===== src/rtl/acc_cpu_pkg.sv =====
package acc_cpu_pkg;
  localparam int unsigned OP_W = 4;

  localparam logic [OP_W-1:0] OP_HALT  = 4'h0;
  localparam logic [OP_W-1:0] OP_LOAD  = 4'h1;
  localparam logic [OP_W-1:0] OP_STORE = 4'h2;
  localparam logic [OP_W-1:0] OP_ADD   = 4'h5;
  localparam logic [OP_W-1:0] OP_RETI  = 4'hF;

  typedef enum logic [2:0] {
    ST_FETCH,
    ST_LATCH,
    ST_EXEC,
    ST_OPND,
    ST_ICHK,
    ST_HALT
  } state_e;
endpackage


===== src/rtl/acc_cpu_smadd.sv =====
module acc_cpu_smadd #(
  parameter int unsigned W = 16
) (
  input  logic [W-1:0] a_i,
  input  logic [W-1:0] b_i,
  output logic [W-1:0] sum_o
);
  localparam int unsigned MW = W - 1;

  logic          sa, sb, sgn, a_ge;
  logic [MW-1:0] ma, mb, mag;

  always_comb begin
    sa   = a_i[W-1];
    sb   = b_i[W-1];
    ma   = a_i[MW-1:0];
    mb   = b_i[MW-1:0];
    a_ge = (ma >= mb);
    if (sa == sb) begin
      mag = ma + mb;  // carry out dropped
      sgn = sa;
    end else if (a_ge) begin
      mag = ma - mb;
      sgn = sa;
    end else begin
      mag = mb - ma;
      sgn = sb;
    end
    if ((sa != sb) && (mag == '0)) sgn = 1'b0;
    sum_o = {sgn, mag};
  end
endmodule


===== src/rtl/acc_cpu_irq.sv =====
module acc_cpu_irq #(
  parameter int unsigned DATA_W = 16,
  parameter int unsigned ADDR_W = 12
) (
  input  logic              clk_i,
  input  logic              rst_ni,
  input  logic              irq_i,
  input  logic              check_i,
  input  logic              reti_i,
  input  logic [ADDR_W-1:0] pc_i,
  input  logic [DATA_W-1:0] acc_i,
  output logic              take_o,
  output logic              busy_o,
  output logic [ADDR_W-1:0] ret_pc_o,
  output logic [DATA_W-1:0] ret_acc_o
);
  logic              pending_q, busy_q;
  logic [ADDR_W-1:0] sh_pc_q;
  logic [DATA_W-1:0] sh_acc_q;

  assign take_o    = check_i & ~busy_q & (pending_q | irq_i);
  assign busy_o    = busy_q;
  assign ret_pc_o  = sh_pc_q;
  assign ret_acc_o = sh_acc_q;

  always_ff @(posedge clk_i or negedge rst_ni) begin
    if (!rst_ni) begin
      pending_q <= 1'b0;
      busy_q    <= 1'b0;
      sh_pc_q   <= '0;
      sh_acc_q  <= '0;
    end else begin
      // Requests merge into a single pending bit
      if (take_o)     pending_q <= 1'b0;
      else if (irq_i) pending_q <= 1'b1;

      if (take_o) begin
        busy_q   <= 1'b1;
        sh_pc_q  <= pc_i;
        sh_acc_q <= acc_i;
      end else if (reti_i) begin
        busy_q <= 1'b0;
      end
    end
  end
endmodule


===== src/rtl/acc_cpu_ctrl.sv =====
module acc_cpu_ctrl
  import acc_cpu_pkg::*;
(
  input  logic            clk_i,
  input  logic            rst_ni,
  input  logic [OP_W-1:0] opcode_i,
  output state_e          state_o
);
  state_e state_q, state_d;

  always_comb begin
    state_d = state_q;
    case (state_q)
      ST_FETCH: state_d = ST_LATCH;
      ST_LATCH: state_d = ST_EXEC;
      ST_EXEC: begin
        case (opcode_i)
          OP_LOAD, OP_ADD: state_d = ST_OPND;
          OP_HALT:         state_d = ST_HALT;
          default:         state_d = ST_ICHK;
        endcase
      end
      ST_OPND: state_d = ST_ICHK;
      ST_ICHK: state_d = ST_FETCH;
      ST_HALT: state_d = ST_HALT;
      default: state_d = ST_FETCH;
    endcase
  end

  always_ff @(posedge clk_i or negedge rst_ni) begin
    if (!rst_ni) state_q <= ST_FETCH;
    else         state_q <= state_d;
  end

  assign state_o = state_q;
endmodule


===== src/rtl/acc_cpu.sv =====
module acc_cpu
  import acc_cpu_pkg::*;
#(
  parameter int unsigned DATA_W = 16,
  parameter int unsigned VECTOR = 'h0F0
) (
  input  logic                     clk_i,
  input  logic                     rst_ni,
  output logic [DATA_W-OP_W-1:0]   mem_addr_o,
  output logic [DATA_W-1:0]        mem_wdata_o,
  output logic                     mem_we_o,
  input  logic [DATA_W-1:0]        mem_rdata_i,
  input  logic                     irq_i,
  output logic                     irq_ack_o,
  output logic                     halted_o
);
  localparam int unsigned ADDR_W = DATA_W - OP_W;
  localparam logic [ADDR_W-1:0] VEC_ADDR = ADDR_W'(VECTOR);

  state_e            state;
  logic [ADDR_W-1:0] pc_q;
  logic [DATA_W-1:0] ir_q, acc_q, sum;
  logic [OP_W-1:0]   opcode;
  logic [ADDR_W-1:0] oper_addr;
  logic              is_reti, take, irq_busy;
  logic [ADDR_W-1:0] ret_pc;
  logic [DATA_W-1:0] ret_acc;

  assign opcode    = ir_q[DATA_W-1 -: OP_W];
  assign oper_addr = ir_q[ADDR_W-1:0];
  assign is_reti   = (state == ST_EXEC) && (opcode == OP_RETI);

  acc_cpu_ctrl u_ctrl (
    .clk_i    (clk_i),
    .rst_ni   (rst_ni),
    .opcode_i (opcode),
    .state_o  (state)
  );

  acc_cpu_irq #(.DATA_W(DATA_W), .ADDR_W(ADDR_W)) u_irq (
    .clk_i     (clk_i),
    .rst_ni    (rst_ni),
    .irq_i     (irq_i),
    .check_i   (state == ST_ICHK),
    .reti_i    (is_reti),
    .pc_i      (pc_q),
    .acc_i     (acc_q),
    .take_o    (take),
    .busy_o    (irq_busy),
    .ret_pc_o  (ret_pc),
    .ret_acc_o (ret_acc)
  );

  acc_cpu_smadd #(.W(DATA_W)) u_add (
    .a_i   (acc_q),
    .b_i   (mem_rdata_i),
    .sum_o (sum)
  );

  always_comb begin
    mem_addr_o  = (state == ST_EXEC) ? oper_addr : pc_q;
    mem_wdata_o = acc_q;
    mem_we_o    = (state == ST_EXEC) && (opcode == OP_STORE);
    irq_ack_o   = take;
    halted_o    = (state == ST_HALT);
  end

  always_ff @(posedge clk_i or negedge rst_ni) begin
    if (!rst_ni) begin
      pc_q  <= '0;
      ir_q  <= '0;
      acc_q <= '0;
    end else begin
      case (state)
        ST_LATCH: begin
          ir_q <= mem_rdata_i;
          pc_q <= pc_q + ADDR_W'(1);
        end
        ST_EXEC: begin
          if (is_reti) begin
            pc_q  <= ret_pc;
            acc_q <= ret_acc;
          end
        end
        ST_OPND: acc_q <= (opcode == OP_ADD) ? sum : mem_rdata_i;
        ST_ICHK: if (take) pc_q <= VEC_ADDR;
        default: ;
      endcase
    end
  end
endmodule


===== config.mk =====
export PLATFORM = sky130hd
export DESIGN_NAME = acc_cpu
export DESIGN_NICKNAME = d
export VERILOG_FILES = /design/src/rtl/acc_cpu_pkg.sv /design/src/rtl/acc_cpu_smadd.sv /design/src/rtl/acc_cpu_irq.sv /design/src/rtl/acc_cpu_ctrl.sv /design/src/rtl/acc_cpu.sv
export SDC_FILE = /design/constraint.sdc
export NUM_CORES = 1
export LEC_CHECK = 0
export ABC_AREA = 1
export BUFFER_PORTS_ARGS = -buffer_cell sky130_fd_sc_hd__clkbuf_2
export CORE_ASPECT_RATIO = 1.1
export CORE_MARGIN = 10
export CORE_UTILIZATION = 55
export CTS_BUF_LIST = sky130_fd_sc_hd__clkbuf_8
export DETAILED_ROUTE_END_ITERATION = 6
export PLACE_DENSITY = 0.84
export SYNTH_ARGS = -nofsm -noshare
export SYNTH_HDL_FRONTEND = slang
export SYNTH_SLANG_ARGS = --single-unit

===== constraint.sdc =====
create_clock -name clk_i -period 4.1 [get_ports clk_i]
set_input_delay 1.23 -clock clk_i [delete_from_list [all_inputs] [get_ports clk_i]]
set_output_delay 1.23 -clock clk_i [all_outputs]
set_load 0.1 [all_outputs]

# Word-level counts from Yosys, hierarchy flattened

Index checks and enable logic that the tools add are counted.

Flip-flop bits (word level): 77
Bits of input ports: 19
Output and inout port bits: 31
Word-level logic and storage cells: 65

Add/subtract/negate cells: 4
Magnitude comparators: 1
Equality and inequality tests: 15
Muxes and demuxes: 18
Bitwise gates (word level): 4
Reductions and logical operators: 14

Operator list:

| cell                                                             | count |
|---|---|
| 12-bit 2-to-1 mux                                                | 3 |
| 12-bit case mux with 3 select lines                              | 1 |
| 16-bit 2-to-1 mux                                                | 2 |
| 16-bit case mux with 2 select lines                              | 1 |
| 15-bit 2-to-1 mux                                                | 2 |
| 15-bit subtractor                                                | 2 |
| 15-bit adder                                                     | 1 |
| 15-bit greater-or-equal comparator                               | 1 |
| 15-bit zero test                                                 | 1 |
| 3-bit case mux with 5 select lines                               | 1 |
| 12-bit by 1-bit adder with 12-bit output (second input constant) | 1 |
| 4-bit inequality test (second input constant)                    | 2 |
| 1-bit 2-to-1 mux                                                 | 7 |
| 3-bit by 2-bit == test with 1-bit output (second input constant) | 2 |
| 3-bit == test (second input constant)                            | 2 |
| 3-bit case mux with 2 select lines                               | 1 |
| 2-bit nonzero test                                               | 3 |
| 4-bit by 1-bit == test with 1-bit output (second input constant) | 1 |
| 4-bit by 2-bit == test with 1-bit output (second input constant) | 1 |
| 4-bit by 3-bit == test with 1-bit output (second input constant) | 1 |
| 4-bit == test (second input constant)                            | 1 |
| 4-bit zero test                                                  | 1 |
| 2-bit inequality test (second input constant)                    | 2 |
| 4-bit AND reduction                                              | 1 |
| other kinds (12)                                                 | 15 |

# Depth between registers and ports, before layout

Gate-level depths: netlist (run 1).

Word-level depth: 8
Gate-level depth with buffers: 26
Depth with buffers taken out: 25

# By module

A second synthesis (run 1) with hierarchy kept.

Cells, all modules: 1,119
Area total of the unflattened synthesis: 7,231.9 um2

Modules (own cells, without submodules):

| module        | times used | cells an instance | area each (um2) | seq. area each (um2) |
|---|---|---|---|---|
| acc_cpu_smadd | 1          | 599               | 3,178.0         | 0.0 |
| acc_cpu       | 1          | 360               | 2,595.0         | 1,101.1 |
| acc_cpu_irq   | 1          | 133               | 1,281.2         | 750.7 |
| acc_cpu_ctrl  | 1          | 27                | 177.7           | 75.1 |

# Least setup slack after synthesis (run 1)

No wires, ideal clock.

Path kind: register to output
From: register u_ctrl.state_q[1], in the netlist u_ctrl.state_o[1]
To: output port mem_addr_o[0]
Data arrival time: 3.113 ns
Path slack: -0.243 ns
Stages on the path, launching flop included: 8
Path through: dfrtp_1 inv_1 nor2_1 inv_1 nor2_1 clkbuf_1 clkbuf_1 o21ai_0

Cells in the longest elaborated chain, start to end: 2

RTL lines:

| item                                     | line               | source |
|---|---|---|
| start, declared                          | acc_cpu_ctrl.sv:9  | `state_e state_q, state_d;` |
| start signal, assigned                   | acc_cpu_ctrl.sv:32 | `else state_q <= state_d;` |
| 3-bit by 2-bit == test with 1-bit output | acc_cpu.sv:61      | `mem_addr_o = (state == ST_EXEC) ? oper_addr : pc_q;` |
| 12-bit 2-to-1 mux                        | acc_cpu.sv:61      |  |
| end, declared                            | acc_cpu.sv:9       | `output logic [DATA_W-OP_W-1:0] mem_addr_o,` |

No other way between the ends.

# Final worst setup path (run 1)

From: input port mem_rdata_i[8]
To: register acc_q[15], in the netlist mem_wdata_o[15]

Cells in the longest elaborated chain, start to end: 8

RTL lines:

| item                                            | line                | source |
|---|---|---|
| start, declared                                 | acc_cpu.sv:12       | `input logic [DATA_W-1:0] mem_rdata_i,` |
| 15-bit subtractor, or another cell as far along | acc_cpu_smadd.sv:26 | `mag = mb - ma;` |
| 15-bit 2-to-1 mux                               | acc_cpu_smadd.sv:22 | `end else if (a_ge) begin` |
| 15-bit 2-to-1 mux                               | acc_cpu_smadd.sv:19 | `if (sa == sb) begin` |
| 15-bit zero test                                | acc_cpu_smadd.sv:29 | `if ((sa != sb) && (mag == '0)) sgn = 1'b0;` |
| 1-bit logical AND                               | acc_cpu_smadd.sv:29 |  |
| 1-bit 2-to-1 mux                                | acc_cpu_smadd.sv:29 |  |
| 16-bit 2-to-1 mux                               | acc_cpu.sv:85       | `ST_OPND: acc_q <= (opcode == OP_ADD) ? sum : mem_rdata_i;` |
| 16-bit case mux with 2 select lines             | acc_cpu.sv:74       | `case (state)` |
| end signal, assigned                            | acc_cpu.sv:82       | `acc_q <= ret_acc;` |
| end signal, assigned                            | acc_cpu.sv:85       |  |
| end, declared                                   | acc_cpu.sv:22       | `logic [DATA_W-1:0] ir_q, acc_q, sum;` |

Parallel ways exist; a longest one is shown, timed or not.
A chain may end at the register's enable or synchronous reset.

==> results of run 1 <==
[cell usage in the layout, fill, tap and decap left out, types with 4 or more instances in the layout]
| master | synthesis | layout |
|---|---|---|
| nand2_1 | 328 | 328 |
| inv_1 | 167 | 168 |
| o21ai_0 | 104 | 97 |
| dfrtp_1 | 77 | 77 |
| nand3_1 | 72 | 72 |
| nor2_1 | 58 | 57 |
| a21oi_1 | 50 | 50 |
| ha_1 | 48 | 48 |
| clkbuf_2 | 0 | 47 |
| a22oi_1 | 19 | 19 |
| nand2_2 | 18 | 18 |
| nand4_1 | 16 | 16 |
| buf_4 | 3 | 14 |
| clkbuf_8 | 0 | 10 |
| inv_2 | 9 | 9 |
| o21ai_1 | 0 | 7 |
| o211ai_1 | 7 | 7 |
| xor2_1 | 7 | 7 |
| nor2_2 | 5 | 6 |
| a21oi_2 | 4 | 4 |
[sequential cells by signal, summed over array words and instances (netlist names)]
| name | cells |
|---|---|
| u_irq.pending_q | 1 |
| mem_wdata_o | 16 |
| u_irq.ret_acc_o | 16 |
| u_irq.busy_o | 1 |
| pc_q | 12 |
| u_irq.ret_pc_o | 12 |
| u_ctrl.state_o | 3 |
| ir_q | 16 |
[layer usage]
metal	part of all wire [%]	GRT usage (%)	vias to the layer above
li1	-	-	3463
met1	41	29.18	3248
met2	48	41.25	331
met3	7.6	3.806	59
met4	3.3	9.114	0
met5	0	0	-
[worst register-to-register path: stages (launching register included)]
cell and delay, ns:
dfrtp_1 0.45, inv_1 0.11, ha_1 0.58, nand2_1 0.21, nor2_1 0.23, nand2_2 0.08, nor2_1 0.09, nor2_1 0.06
nand3_2 0.27, nand2_1 0.09, nand2_1 0.08, nand2_1 0.04, o21ai_0 0.21, nand2_1 0.11, nor2_1 0.10, nand3_1 0.08
nand2_1 0.06, nand2_1 0.06, nand2_1 0.08, nand2_1 0.05, nand2_1 0.05, nand2_1 0.04
[path summary, 6_finish.rpt]
check | startpoint | depth (start not counted) | slack (ns) | to
min | u_irq.ret_acc_o[1] | 2 | 0.49 | u_irq.ret_acc_o[1]
max reg2reg | mem_wdata_o[8] | 21 | 0.86 | mem_wdata_o[15]
min reg2reg | u_irq.ret_acc_o[1] | 2 | 0.49 | u_irq.ret_acc_o[1]
max | mem_rdata_i[8] | 21 | 0.44 | mem_wdata_o[15]
max in group asynchronous | rst_ni | 1 | 2.49 | ir_q[13]
min in group asynchronous | rst_ni | 1 | 1.02 | u_irq.ret_pc_o[2]
[final cells by class]
class,count,area [µm²]
inverters,179,688.2
well taps,154,192.7
fillers,1174,4728
clock inverters,6,87.58
multi-input cells,774,4070
clock buffers,10,137.6
repair buffers,62,360.3
flip-flops and latches,77,1927
[per-stage QoR]
| stage | hold WS (ns) | cells | setup WS, ns | setup TNS [ns] |
|---|---|---|---|---|
| 2_1_floorplan | 0.4450 | 1068 | -0.2427 | -1.207 |
| 3_3_place_gp | 0.4599 | 1246 | 0.1635 | 0 |
| 3_5_place_dp | 0.4706 | 1246 | 0.1138 | 0 |
| 4_1_cts | 0.4886 | 1262 | 0.4688 | 0 |
| 5_1_grt | 0.5082 | 1262 | 0.1638 | 0 |
| 6_report | 0.4873 | 1262 | 0.4437 | 0 |
[logic make-up after synthesis]
| kind of cell | synth area share (%) |
|---|---|
| XOR/XNOR | 1.014 |
| buffers and inverters | 13.42 |
| flip-flops | 27.88 |
| AND/OR/NAND/NOR | 32.08 |
| AO/OA/AOI/OAI | 16.04 |
| adder cells (fa/ha/maj) | 9.560 |
[cell usage after synthesis (4+ instances only)]
cell type	n
nand3_1	72
inv_2	9
a21oi_2	4
inv_1	167
nor2_1	58
a22oi_1	19
a21oi_1	50
buf_6	11
clkbuf_1	21
nand2_2	18
o211ai_1	7
nor3_1	4
ha_1	48
o21ai_0	104
dfrtp_1	77
nand4_1	16
nand2_1	328
xor2_1	7
nor2_2	5
==> qor.yml, run 1 <==
run_status:
  status: "finished clean"
die:
  placementRows: 42
  fp.dieH_um: 137.6
  boundaryPins: 50
  dieArea_um2: 17450
  core_um2: 12190
  die_x_um: 126.9
  start_util_pct: 56.68
setup_path:
  critPathKind: "in2reg"
  slowest_delay_ns: 0.57
  worstPathMaxFanout: 15
  crit_chain: "clkbuf_2 > ha_1 > nand2_1 > nor2_1 > nand2_2 > nor2_1 > nor2_1 > nand3_2 > nand2_1 > nand2_1 > nand2_1 > o21ai_0 > nand2_1 > nor2_1 > nand3_1 > nand2_1 > nand2_1 > nand2_1 > nand2_1 > nand2_1 > nand2_1"
  worstPathArrival_ns: 3.90
  crit_family: "simple AND/OR/NAND/NOR gates"
  crit_buf_inv: 1
  start_kind: "primary input"
  critPathSlowestCell: "ha_1"
  cp-end-kind: "flip-flop"
  cpMostUsedCell: "nand2_1"
  cp.required_ns: 4.35
clock_network:
  cts_setup_buffers: 0
  cts.reportedPaths.clkPinSlew_ns: 0.08
  cts.path.max_buffers: 2
  insertion_delay_ns: 0.36
  cts_tree: "done"
  cts_resized: 0
  cts_buffers: 9
  cts_root_buffer: "clkbuf_8"
  hold_buffers: 0
  cts.sinks: 77
  h-tree-depth: 3
run:
  drv_cap: 0
synth:
  synth_cell_types: 46
  ys_warn_count: 0
  syn-num-nets: 1138
  syn_avg_cell_area_um2: 6.470
  synth-main-ff-cell: "dfrtp_1"
  synth_edf_count: 0
  yosys-top-cells-area: "dfrtp_1 (28%), nand2_1 (18%), inv_1 (9.1%)"
  netlist_area_um2: 6910
  synth-seq-cells: 77
  async_flop_share_pct: 100.0
  syn_inst: 1068
  netlist.area_leader.share_pct: 27.88
  ys_seq_area_share_pct: 27.88
  synth_top_area_cell: "dfrtp_1"
route:
  drcViolationCount: 0
  routed_wl_um: 20840
  wl_per_cell_um: 16.51
  first_pass_iters: 6
  ant_nets: 0
  vias: 7101
  via_per_inst: 5.627
  drt_iter0_markers: 874
placement:
  place.gp.congestion: 1.003
  hpwl_um: 16390
  port-buffer-count: 49
  placed_area_um2: 7238
grt:
  antenna_found_initial: 0
  grt_pass1_vias: 6697
  grt_use_total_pct: 23.84
  grt_max_degree: 78
  grt_pass1_wl_um: 33820
  grt.overflow.total: 0
cells_and_area:
  postLayoutCoreUtil_pct: 61.22
  area_delta_synth_final_pct: 8.003
  finalInstanceArea_um2: 7463
  drive_above_1_share_pct: 11.55
  nets: 1173
  n_antenna_cell: 0
sta:
  hold_violations: 0
  drv_slew: 0
  fin_crit_ns: 3.656
  rsz0062_at_grt: "false"
  timing.fmax_mhz: 273.5
  worst_pin_slew_ns: 0.9341
  finalCritPeriodShare_pct: 89.18
  setup_viol: 0
  clock_skew_ns: 0.01215
  relSlewSlack_pct: 37.72
hold_path:
  hold_path_class: "reg2reg"
Power of run 1 is not shown: default switching activity piles up to over one toggle a cycle in this logic, so the estimate is an artifact.
==> run 2: changes to the inputs <==
--- a/config.mk
+++ b/config.mk
@@ -7,12 +7,14 @@
 export LEC_CHECK = 0
 export ABC_AREA = 1
 export BUFFER_PORTS_ARGS = -buffer_cell sky130_fd_sc_hd__clkbuf_2
+export CELL_PAD_IN_SITES_DETAIL_PLACEMENT = 0
+export CELL_PAD_IN_SITES_GLOBAL_PLACEMENT = 2
 export CORE_ASPECT_RATIO = 1.1
 export CORE_MARGIN = 10
-export CORE_UTILIZATION = 55
+export CORE_UTILIZATION = 38
 export CTS_BUF_LIST = sky130_fd_sc_hd__clkbuf_8
 export DETAILED_ROUTE_END_ITERATION = 6
-export PLACE_DENSITY = 0.84
+export PLACE_DENSITY = 0.89
 export SYNTH_ARGS = -nofsm -noshare
 export SYNTH_HDL_FRONTEND = slang
 export SYNTH_SLANG_ARGS = --single-unit
==> run 2 against run 1 <==
Net effect: critical path depth is 1 higher; via count is 3.6% lower; non-clock buffer count is 12 higher; count of clock-buffer cells in the layout stayed put; sequential share of layout area is 0.53 points lower; utilization is 18 points lower; wire length is 12% higher; worst setup slack better by 0.093 ns; global-route usage is 4.5 points lower; final area is 2.1% higher; register-to-register slack hardly changed; largest cell class unchanged.
==> qor.yml, run 2 (synthesis results as in run 1) <==
clock_network:
  cts_tree: "done"
  hold_buffers: 0
  insertion_delay_ns: 0.36
  cts_setup_buffers: 0
  cts_root_buffer: "clkbuf_8"
  h-tree-depth: 3
  cts.reportedPaths.clkPinSlew_ns: 0.07
  cts.sinks: 77
  cts_resized: 0
  cts.path.max_buffers: 2
  cts_buffers: 9
sta:
  finalCritPeriodShare_pct: 86.92
  rsz0062_at_grt: "false"
  drv_slew: 0
  tns_ns: 0
  hold_violations: 0
  relSlewSlack_pct: 34.75
  worst_pin_slew_ns: 0.9788
  timing.fmax_mhz: 280.6
  fin_crit_ns: 3.564
  setup_slack_ns: 0.5364
  setup_viol: 0
  clock_skew_ns: 0.01737
setup_path:
  cp.required_ns: 4.34
  worstPathMaxFanout: 11
  start_kind: "primary input"
  worstPathArrival_ns: 3.81
  critPathKind: "in2reg"
  cp-end-kind: "flip-flop"
route:
  wl_per_cell_um: 17.18
  drcViolationCount: 0
  routed_wl_um: 23340
  via_per_inst: 5.039
  vias: 6843
  first_pass_iters: 5
  drt_iter0_markers: 405
  ant_nets: 0
run:
  drv_cap: 0
die:
  placementRows: 51
  fp.dieH_um: 161.4
  boundaryPins: 50
  start_util_pct: 38.82
  core_um2: 17800
  die_x_um: 148.6
  dieArea_um2: 23990
grt:
  grt_pass1_vias: 6650
  grt_pass1_wl_um: 36920
  grt_max_degree: 78
  grt_use_total_pct: 19.34
  grt.overflow.total: 0
  antenna_found_initial: 0
placement:
  placed_area_um2: 7443
  dp_slack_ns: 0.1723
  hpwl_um: 18680
  dp.cells: 1342
  port-buffer-count: 49
  place.gp.congestion: 0.8830
hold_path:
  hold_path_class: "reg2reg"
cells_and_area:
  final_cells: 1358
  layout.cells.most_common_list: "nand2_1 (328), inv_1 (168), o21ai_0 (97), dfrtp_1 (77), nand3_1 (72)"
  drive_above_1_share_pct: 12.50
  layout_commonest_cell: "nand2_1"
  area_delta_synth_final_pct: 10.27
  nets: 1185
  finalInstanceArea_um2: 7620
  n_antenna_cell: 0
run_status:
  status: "finished clean"
-- run 2: cell count changes in the layout (fill, tap and decap cells not counted), sizes merged --
cell,previous run,this run
buf,15,26
clkbuf,57,58
bufinv,3,1
clkinvlp,2,1
clkinv,2,4
inv,178,179
-- run 2: cell type report --
class	count	area (µm²)
well taps	238	297.8
fillers	1926	10180
inverters	179	688.2
repair buffers	74	460.4
clock inverters	6	38.79
multi-input cells	774	4070
flip-flops and latches	77	1927
clock buffers	10	137.6
-- run 2: worst max-delay path, cell delays in order --
cell and delay [ns]:
clkbuf_2 0.12, ha_1 0.49, nand2_1 0.17, nor2_1 0.22
nand2_2 0.09, nor2_1 0.10, nor2_1 0.06, nand3_2 0.15
buf_12 0.16, nand2_1 0.05, nand3_1 0.07, nand2_1 0.10
nor2_2 0.21, nand2_1 0.07, nor2_1 0.09, nand3_1 0.08
nand2_1 0.06, nand2_1 0.04, nand2_1 0.08, nand2_1 0.05
nand2_1 0.05, nand2_1 0.05
-- run 2: path summary, 6_finish.rpt --
kind                               startpoint            endpoint  slack [ns]  depth (start not counted)
max                           mem_rdata_i[11]     mem_wdata_o[15]        0.54                         22
min reg2reg                u_irq.ret_acc_o[6]  u_irq.ret_acc_o[6]        0.48                          2
max in group asynchronous              rst_ni            ir_q[14]        2.43                          1
max reg2reg                    mem_wdata_o[1]     mem_wdata_o[15]        0.87                         22
min in group asynchronous              rst_ni   u_irq.ret_pc_o[1]        1.01                          1
min                        u_irq.ret_acc_o[6]  u_irq.ret_acc_o[6]        0.48                          2
-- run 2: metrics by stage --
| step | hold WS, ns | utilization, % |
|---|---|---|
| after floorplan | 0.4450 | - |
| after global placement | 0.4591 | 41.81 |
| after detailed placement | 0.4682 | 41.81 |
| after CTS | 0.4859 | 42.80 |
| after global routing | 0.5038 | 42.80 |
| final | 0.4833 | 42.80 |
-- run 2: metal layers --
metal	share of wire [%]	global-route usage, %	up-vias
met5	0	0	-
met1	45	25.20	3196
met3	3.2	1.565	16
li1	-	-	3483
met2	50	33.66	148
met4	1.4	4.554	0
Power of run 2 is left out for the same reason.
